==> config.mk <==
export PLATFORM = sky130hd
export DESIGN_NAME = dma_chain_seq
export DESIGN_NICKNAME = d
export VERILOG_FILES = /design/src/rtl/dma_chain_pkg.sv /design/src/rtl/dma_chain_stack.sv /design/src/rtl/dma_chain_addr.sv /design/src/rtl/dma_chain_seq.sv
export SDC_FILE = /design/constraint.sdc
export NUM_CORES = 1
export LEC_CHECK = 0
export ABC_AREA = 1
export CAP_MARGIN = 20
export CORE_AREA = 8 8 141 143
export CTS_CLUSTER_DIAMETER = 120
export DETAILED_ROUTE_END_ITERATION = 16
export DIE_AREA = 0 0 149 151
export PLACE_DENSITY = 0.82
export SYNTH_ARGS = -nofsm -noshare
export SYNTH_HDL_FRONTEND = slang
export SYNTH_HIERARCHICAL = 1
export SYNTH_SLANG_ARGS = --single-unit
export TNS_END_PERCENT = 10
==> constraint.sdc <==
create_clock -name clk -period 3.7 [get_ports clk]
set_clock_uncertainty 0.2 [all_clocks]
set_input_delay 1.11 -clock clk [delete_from_list [all_inputs] [get_ports clk]]
set_output_delay 1.11 -clock clk [all_outputs]
set_load 0.01 [all_outputs]
==> src/rtl/dma_chain_pkg.sv <==
package dma_chain_pkg;
   typedef enum logic [2:0] {
      TK_REFE = 3'd0,
      TK_CNT  = 3'd1,
      TK_NEXT = 3'd2,
      TK_REF  = 3'd3,
      TK_REFS = 3'd4,
      TK_CALL = 3'd5,
      TK_RET  = 3'd6,
      TK_END  = 3'd7
   } tag_kind_e;

   localparam int unsigned TAG_BYTES = 16;
   localparam int unsigned QW_SHIFT  = 4;
endpackage

==> src/rtl/dma_chain_stack.sv <==
module dma_chain_stack #(
   parameter int ADDR_W    = 32,
   parameter bit HAS_STACK = 1'b1
) (
   input  logic              clk,
   input  logic              rst_n,
   input  logic              clr,
   input  logic              push,
   input  logic              pop,
   input  logic [ADDR_W-1:0] push_addr,
   output logic [1:0]        sp,
   output logic              can_push,
   output logic              can_pop,
   output logic [ADDR_W-1:0] top_addr
);
   generate
      if (HAS_STACK) begin : g_stack
         logic [1:0]        sp_q;
         logic [ADDR_W-1:0] slot0_q;
         logic [ADDR_W-1:0] slot1_q;

         always_ff @(posedge clk or negedge rst_n) begin
            if (!rst_n) begin
               sp_q    <= 2'd0;
               slot0_q <= '0;
               slot1_q <= '0;
            end else if (clr) begin
               sp_q    <= 2'd0;
               slot0_q <= '0;
               slot1_q <= '0;
            end else if (push) begin
               case (sp_q)
                  2'd0: begin slot0_q <= push_addr; sp_q <= 2'd1; end
                  2'd1: begin slot1_q <= push_addr; sp_q <= 2'd2; end
                  default: ;
               endcase
            end else if (pop) begin
               case (sp_q)
                  2'd2: begin slot1_q <= '0; sp_q <= 2'd1; end
                  2'd1: begin slot0_q <= '0; sp_q <= 2'd0; end
                  default: ;
               endcase
            end
         end

         assign sp       = sp_q;
         assign can_push = (sp_q < 2'd2);
         assign can_pop  = (sp_q == 2'd1) || (sp_q == 2'd2);
         assign top_addr = (sp_q == 2'd2) ? slot1_q : slot0_q;
      end else begin : g_none
         assign sp       = 2'd0;
         assign can_push = 1'b0;
         assign can_pop  = 1'b0;
         assign top_addr = '0;
      end
   endgenerate
endmodule

==> src/rtl/dma_chain_addr.sv <==
module dma_chain_addr
   import dma_chain_pkg::*;
#(
   parameter int ADDR_W    = 32,
   parameter int QWC_W     = 16,
   parameter bit HAS_STACK = 1'b1
) (
   input  tag_kind_e         kind,
   input  logic [QWC_W-1:0]  qwc,
   input  logic [ADDR_W-1:0] madr_in,
   input  logic [ADDR_W-1:0] tadr_cur,
   input  logic [ADDR_W-1:0] stk_top,
   input  logic              can_push,
   input  logic              can_pop,
   output logic [ADDR_W-1:0] madr_nx,
   output logic [ADDR_W-1:0] tadr_nx,
   output logic [ADDR_W-1:0] push_addr,
   output logic              end_nx,
   output logic              push_req,
   output logic              pop_req
);
   localparam int PKT_W = QWC_W + int'(QW_SHIFT);

   logic [PKT_W-1:0]  pkt_bytes;
   logic [ADDR_W-1:0] pkt;
   logic [ADDR_W-1:0] body;

   assign pkt_bytes = {qwc, {QW_SHIFT{1'b0}}};
   assign pkt       = ADDR_W'(pkt_bytes);
   assign body      = tadr_cur + ADDR_W'(TAG_BYTES);
   assign push_addr = body + pkt;

   always_comb begin
      madr_nx  = madr_in;
      tadr_nx  = tadr_cur;
      end_nx   = 1'b0;
      push_req = 1'b0;
      pop_req  = 1'b0;
      case (kind)
         TK_REFE: end_nx = 1'b1;
         TK_CNT: begin
            madr_nx = body;
            tadr_nx = body + pkt;
         end
         TK_NEXT: begin
            madr_nx = body;
            tadr_nx = madr_in;
         end
         TK_REF, TK_REFS: tadr_nx = body;
         TK_CALL: begin
            if (HAS_STACK) begin
               madr_nx = body;
               if (can_push) begin
                  push_req = 1'b1;
                  tadr_nx  = madr_in;
               end else begin
                  end_nx = 1'b1;
               end
            end
         end
         TK_RET: begin
            if (HAS_STACK) begin
               madr_nx = body;
               if (can_pop) begin
                  pop_req = 1'b1;
                  tadr_nx = stk_top;
               end else begin
                  end_nx = 1'b1;
               end
            end
         end
         TK_END: begin
            madr_nx = body;
            end_nx  = 1'b1;
         end
         default: ;
      endcase
   end
endmodule

==> src/rtl/dma_chain_seq.sv <==
module dma_chain_seq
   import dma_chain_pkg::*;
#(
   parameter int ADDR_W    = 32,
   parameter int QWC_W     = 16,
   parameter bit HAS_STACK = 1'b1
) (
   input  logic              clk,
   input  logic              rst_n,
   input  logic              start_ld,
   input  logic [ADDR_W-1:0] start_tadr,
   input  logic              tag_vld,
   input  logic [2:0]        tag_kind,
   input  logic [QWC_W-1:0]  tag_qwc,
   input  logic [ADDR_W-1:0] tag_addr,
   output logic              res_vld,
   output logic              res_end,
   output logic [ADDR_W-1:0] res_madr,
   output logic [ADDR_W-1:0] res_tadr
);
   localparam int MIN_ADDR_W = QWC_W + int'(QW_SHIFT) + 1;

   initial begin
      if (ADDR_W < MIN_ADDR_W)
         $error("dma_chain_seq: ADDR_W must be at least QWC_W+5");
      if (QWC_W < 1)
         $error("dma_chain_seq: QWC_W must be positive");
   end

   logic              accept;
   logic [ADDR_W-1:0] tadr_q;
   logic [ADDR_W-1:0] madr_q;
   logic              vld_q;
   logic              end_q;

   logic [ADDR_W-1:0] madr_nx;
   logic [ADDR_W-1:0] tadr_nx;
   logic [ADDR_W-1:0] push_addr;
   logic              end_nx;
   logic              push_req;
   logic              pop_req;
   logic [1:0]        stk_ptr;
   logic              can_push;
   logic              can_pop;
   logic [ADDR_W-1:0] stk_top;

   assign accept = tag_vld & ~start_ld;

   dma_chain_addr #(
      .ADDR_W    (ADDR_W),
      .QWC_W     (QWC_W),
      .HAS_STACK (HAS_STACK)
   ) u_addr (
      .kind      (tag_kind_e'(tag_kind)),
      .qwc       (tag_qwc),
      .madr_in   (tag_addr),
      .tadr_cur  (tadr_q),
      .stk_top   (stk_top),
      .can_push  (can_push),
      .can_pop   (can_pop),
      .madr_nx   (madr_nx),
      .tadr_nx   (tadr_nx),
      .push_addr (push_addr),
      .end_nx    (end_nx),
      .push_req  (push_req),
      .pop_req   (pop_req)
   );

   dma_chain_stack #(
      .ADDR_W    (ADDR_W),
      .HAS_STACK (HAS_STACK)
   ) u_stk (
      .clk       (clk),
      .rst_n     (rst_n),
      .clr       (start_ld),
      .push      (accept & push_req),
      .pop       (accept & pop_req),
      .push_addr (push_addr),
      .sp        (stk_ptr),
      .can_push  (can_push),
      .can_pop   (can_pop),
      .top_addr  (stk_top)
   );

   always_ff @(posedge clk or negedge rst_n) begin
      if (!rst_n) begin
         tadr_q <= '0;
         madr_q <= '0;
         vld_q  <= 1'b0;
         end_q  <= 1'b0;
      end else begin
         vld_q <= accept;
         if (start_ld) begin
            tadr_q <= start_tadr;
         end else if (accept) begin
            tadr_q <= tadr_nx;
            madr_q <= madr_nx;
            end_q  <= end_nx;
         end
      end
   end

   assign res_vld  = vld_q;
   assign res_end  = end_q;
   assign res_madr = madr_q;
   assign res_tadr = tadr_q;
endmodule

==> results.sh <==
export IMPL_synth_cell_type_count=49
export IMPL_die_area_mm2=0.0225
export IMPL_first_global_vias=9472
export IMPL_cp_slowest_stage_delay_ns=0.48
export IMPL_start_util=0.541
export IMPL_drc=0
export IMPL_synth_edf_count=0
export IMPL_yosys_area_top_type="dfrtp_1"
export IMPL_antenna_found_initial=0
export IMPL_cts_buffer_depth=2
export IMPL_cts_buffers=17
export IMPL_fillerInstances=1494
export IMPL_post_route_period_util=0.944
export IMPL_h_tree_depth=4
export IMPL_multiInputGateArea_mm2=0.00549
export IMPL_pwr_share_clk=0.346
export IMPL_antenna_cells=0
export IMPL_place_area_mm2=0.0115
export IMPL_switching_share=0.362
export IMPL_synth_area_per_cell_um2=7.11
export IMPL_coreArea_mm2=0.0177
export IMPL_synth_seq_area_share=0.346
export IMPL_ant_nets=0
export IMPL_critical_path_top_delay_family="simple AND/OR/NAND/NOR gates"
export IMPL_timing_fmax_ghz=0.286
export IMPL_ys_ff_latch=132
export IMPL_clock_latency_ns=0.44
export IMPL_r2r_cells=16
export IMPL_switching_power_mw=1.81
export IMPL_netlist_area_leader_share=0.346
export IMPL_cts_tree="built"
export IMPL_grt_pass1_wl_um=53600
export IMPL_drv_slew=0
export IMPL_period_needed_ns=3.49
export IMPL_critical_path_most_common_cell="nand3_1"
export IMPL_first_pass_iters=6
export IMPL_hold_violations=0
export IMPL_slowest_stage="clkdlybuf4s50_1"
export IMPL_tightest_slew_ns=0.910
export IMPL_worstSetupStartpointType="primary input"
export IMPL_worstPathArrival_ns=3.62
export IMPL_hold_class="reg -> reg"
export IMPL_yosys_warnings=6
export IMPL_drive_above_1_share=0.138
export IMPL_cap_violations=0
export IMPL_area_growth_pct=27.3
export IMPL_rows=49
export IMPL_viasPerCell=5.82
export IMPL_synthCells=1343
export IMPL_grt_usage=0.307
export IMPL_place_congestion=0.969
export IMPL_cts_sinks=132
export IMPL_drtIter0Drc=1150
export IMPL_ff2ff_setup_slack_ns=0.22
export IMPL_ys_async_sr_fraction=1.00
export IMPL_die_w_um=149
export IMPL_min_from="u_stk/g_stack.slot0_q[28]$_DFFE_PN0P_"
export IMPL_io_pins=153
export IMPL_r2r_end="u_stk/g_stack.slot1_q[24]$_DFFE_PN0P_"
export IMPL_worstHoldPathCells=2
export IMPL_p_leak_nw=6.01
export IMPL_register_area_mm2=0.00330
export IMPL_holdBufCountCts=0
export IMPL_r2r_start="res_tadr[13]$_DFFE_PN0P_"
export IMPL_final_nets=1623
export IMPL_power_frac_seq=0.334
export IMPL_crit_chain="clkdlybuf4s50_1, ha_2, inv_1, fa_1, inv_1, nand3_1, nand2_1, a21oi_1, o21ai_0, buf_4, nand3_1, nand2_2, nand3_1, nand2_1, nand2_1, nand2_1, nand3_1, nand3_1, nand3_1"
export IMPL_synth_fp_nets=1457
export IMPL_status="complete, no violations"
export IMPL_powerDensity_mw_per_mm2=412
export IMPL_ys_top_cells_by_area="dfrtp_1 (35%), nand2_1 (20%), nand3_1 (5.9%)"
export IMPL_path_clk_slew_ns=0.07
export IMPL_final_setup_viol_count=0
export IMPL_finish_instance_area_mm2=0.0121
export IMPL_grt_overflow=0
export IMPL_vias=10200
export IMPL_rsz0062_at_grt="no"
export IMPL_grt_max_degree=74
export IMPL_drt_total_wl_um=34700
export IMPL_path_class="in -> reg"
export IMPL_min_to="u_stk/g_stack.slot0_q[28]$_DFFE_PN0P_"
export IMPL_hold_slack_ns=0.270
export IMPL_internal_power_mw=3.19
export IMPL_pwr_share_comb=0.320
export IMPL_wl_per_cell_um=19.8
export IMPL_io_buffers=152
export IMPL_slew_headroom=0.392
export IMPL_hpwl_um=26000
export IMPL_cp_data_required_time_ns=3.83
export IMPL_ys_flop_type="dfrtp_1"
export IMPL_ir_worst_vdd_v=0.000335
export IMPL_synthesis_area_mm2=0.00954
export IMPL_crit_buf_inv=4
export IMPL_root_buffer="clkbuf_16"
export IMPL_end_kind="flip-flop"
export IMPL_die_y_um=151
export IMPL_crit_path_max_fanout=4
final cells by class:
class | instances | share of cell area
multi-input cells | 1037 | 0.452
clock buffers | 17 | 0.0350
repair buffers | 220 | 0.173
well taps | 229 | 0.0236
flip-flops and latches | 132 | 0.272
clock inverters | 15 | 0.0134
inverters | 101 | 0.0314
tightest hold or removal path: cells and delay by family, from the launching register on:
family        cells  cell delay [ns]
flops             1             0.34
simple gates      2             0.09
power by group through the flow:
stage               combinational, mW  sequential, mW  clock (mW)
CTS                              1.57            1.67        1.74
global placement                 1.54            1.69           0
floorplan                       0.749            1.72           0
finish                           1.60            1.67        1.73
detailed placement               1.55            1.69           0
global route                     1.72            1.69        1.82
state kept, by name (all words and copies together), names as in the netlist:
register               flops
res_end                    1
res_madr                  32
res_tadr                  32
res_vld                    1
u_stk/g_stack.slot0_q     32
u_stk/g_stack.slot1_q     32
u_stk/sp                   2
synthesized netlist by cell type (all sizes together), types with 11 or more instances:
library cell and n:
o21ai 46, a221oi 11, nor2 78, inv 98, a22oi 18, nand3 114
nand2 545, xor2 25, mux2 32, ha 26, nand4 68, dfrtp 132
a21oi 19, clkbuf 18, buf 55
per-layer routing:
metal / part of all wire / GRT usage
met4: 0.035 / 0.125
met1: 0.42 / 0.430
met2: 0.44 / 0.452
met5: 0 / 0
met3: 0.11 / 0.0675
how the worst max path moves through the flow:
| stage | to | cells past startpoint | startpoint | slack [ns] |
|---|---|---|---|---|
| 3_5_place_dp | res_tadr[24]$_DFFE_PN0P_ | 18 | tag_qwc[0] | -0.26 |
| 3_3_place_gp | res_tadr[24]$_DFFE_PN0P_ | 18 | tag_qwc[0] | -0.15 |
| 4_1_cts | u_stk/g_stack.slot1_q[24]$_DFFE_PN0P_ | 17 | tag_qwc[0] | 0.19 |
| 5_1_grt | res_tadr[30]$_DFFE_PN0P_ | 18 | tag_qwc[0] | 0.02 |
| 6_report | res_tadr[28]$_DFFE_PN0P_ | 19 | tag_qwc[0] | 0.21 |
| 2_1_floorplan | res_tadr[24]$_DFFE_PN0P_ | 16 | tag_qwc[0] | 0.37 |
layout by cell type (no fill, tap or decap), drive strengths merged, types with 3 or more instances in the layout:
| cell | n |
|---|---|
| inv | 108 |
| a31oi | 3 |
| nor2 | 78 |
| xor2 | 25 |
| nor3 | 6 |
| a22o | 3 |
| clkbuf | 17 |
| nand2 | 545 |
| a21oi | 19 |
| nand3b | 3 |
| mux2 | 32 |
| nand4 | 68 |
| nand3 | 114 |
| o21bai | 4 |
| a221oi | 11 |
| xnor2 | 5 |
| dfrtp | 132 |
| ha | 26 |
| o2111ai | 9 |
| buf | 70 |
| clkinv | 5 |
| and2 | 5 |
| o221a | 5 |
| a22oi | 18 |
| clkdlybuf4s50 | 150 |
| o21ai | 46 |
cells by family (layout without fill, tap and decap cells):
| group | Yosys count | count (layout) | synth area share |
|---|---|---|---|
| flip-flops | 132 | 132 | 0.346 |
| XOR/XNOR | 30 | 30 | 0.0283 |
| adder cells (fa/ha/maj) | 27 | 27 | 0.0362 |
| AND/OR/NAND/NOR | 821 | 821 | 0.378 |
| multiplexers | 32 | 32 | 0.0378 |
| AO/OA/AOI/OAI | 127 | 127 | 0.0882 |
| buffers and inverters | 174 | 353 | 0.0851 |
timing repair:
item                                    CTS  global route
endpoints found under the setup margin    0            13
hold endpoints to repair                  0             0
resized for setup                         0             9
setup buffers                             0             0
stage by stage:
| stage | utilization | instances | setup TNS, ns | worst slack (ns) | power, mW |
|---|---|---|---|---|---|
| global route | 0.688 | 1751 | 0 | 0.0153 | 5.22 |
| global placement | 0.653 | 1719 | -1.15 | -0.151 | 3.23 |
| CTS | 0.686 | 1751 | 0 | 0.194 | 4.98 |
| detailed placement | 0.653 | 1719 | -3.62 | -0.264 | 3.25 |
| finish | 0.688 | 1751 | 0 | 0.209 | 5.01 |
| floorplan | - | 1343 | 0 | 0.370 | 2.47 |
No activity file was read; power rests on OpenSTA's default activity.
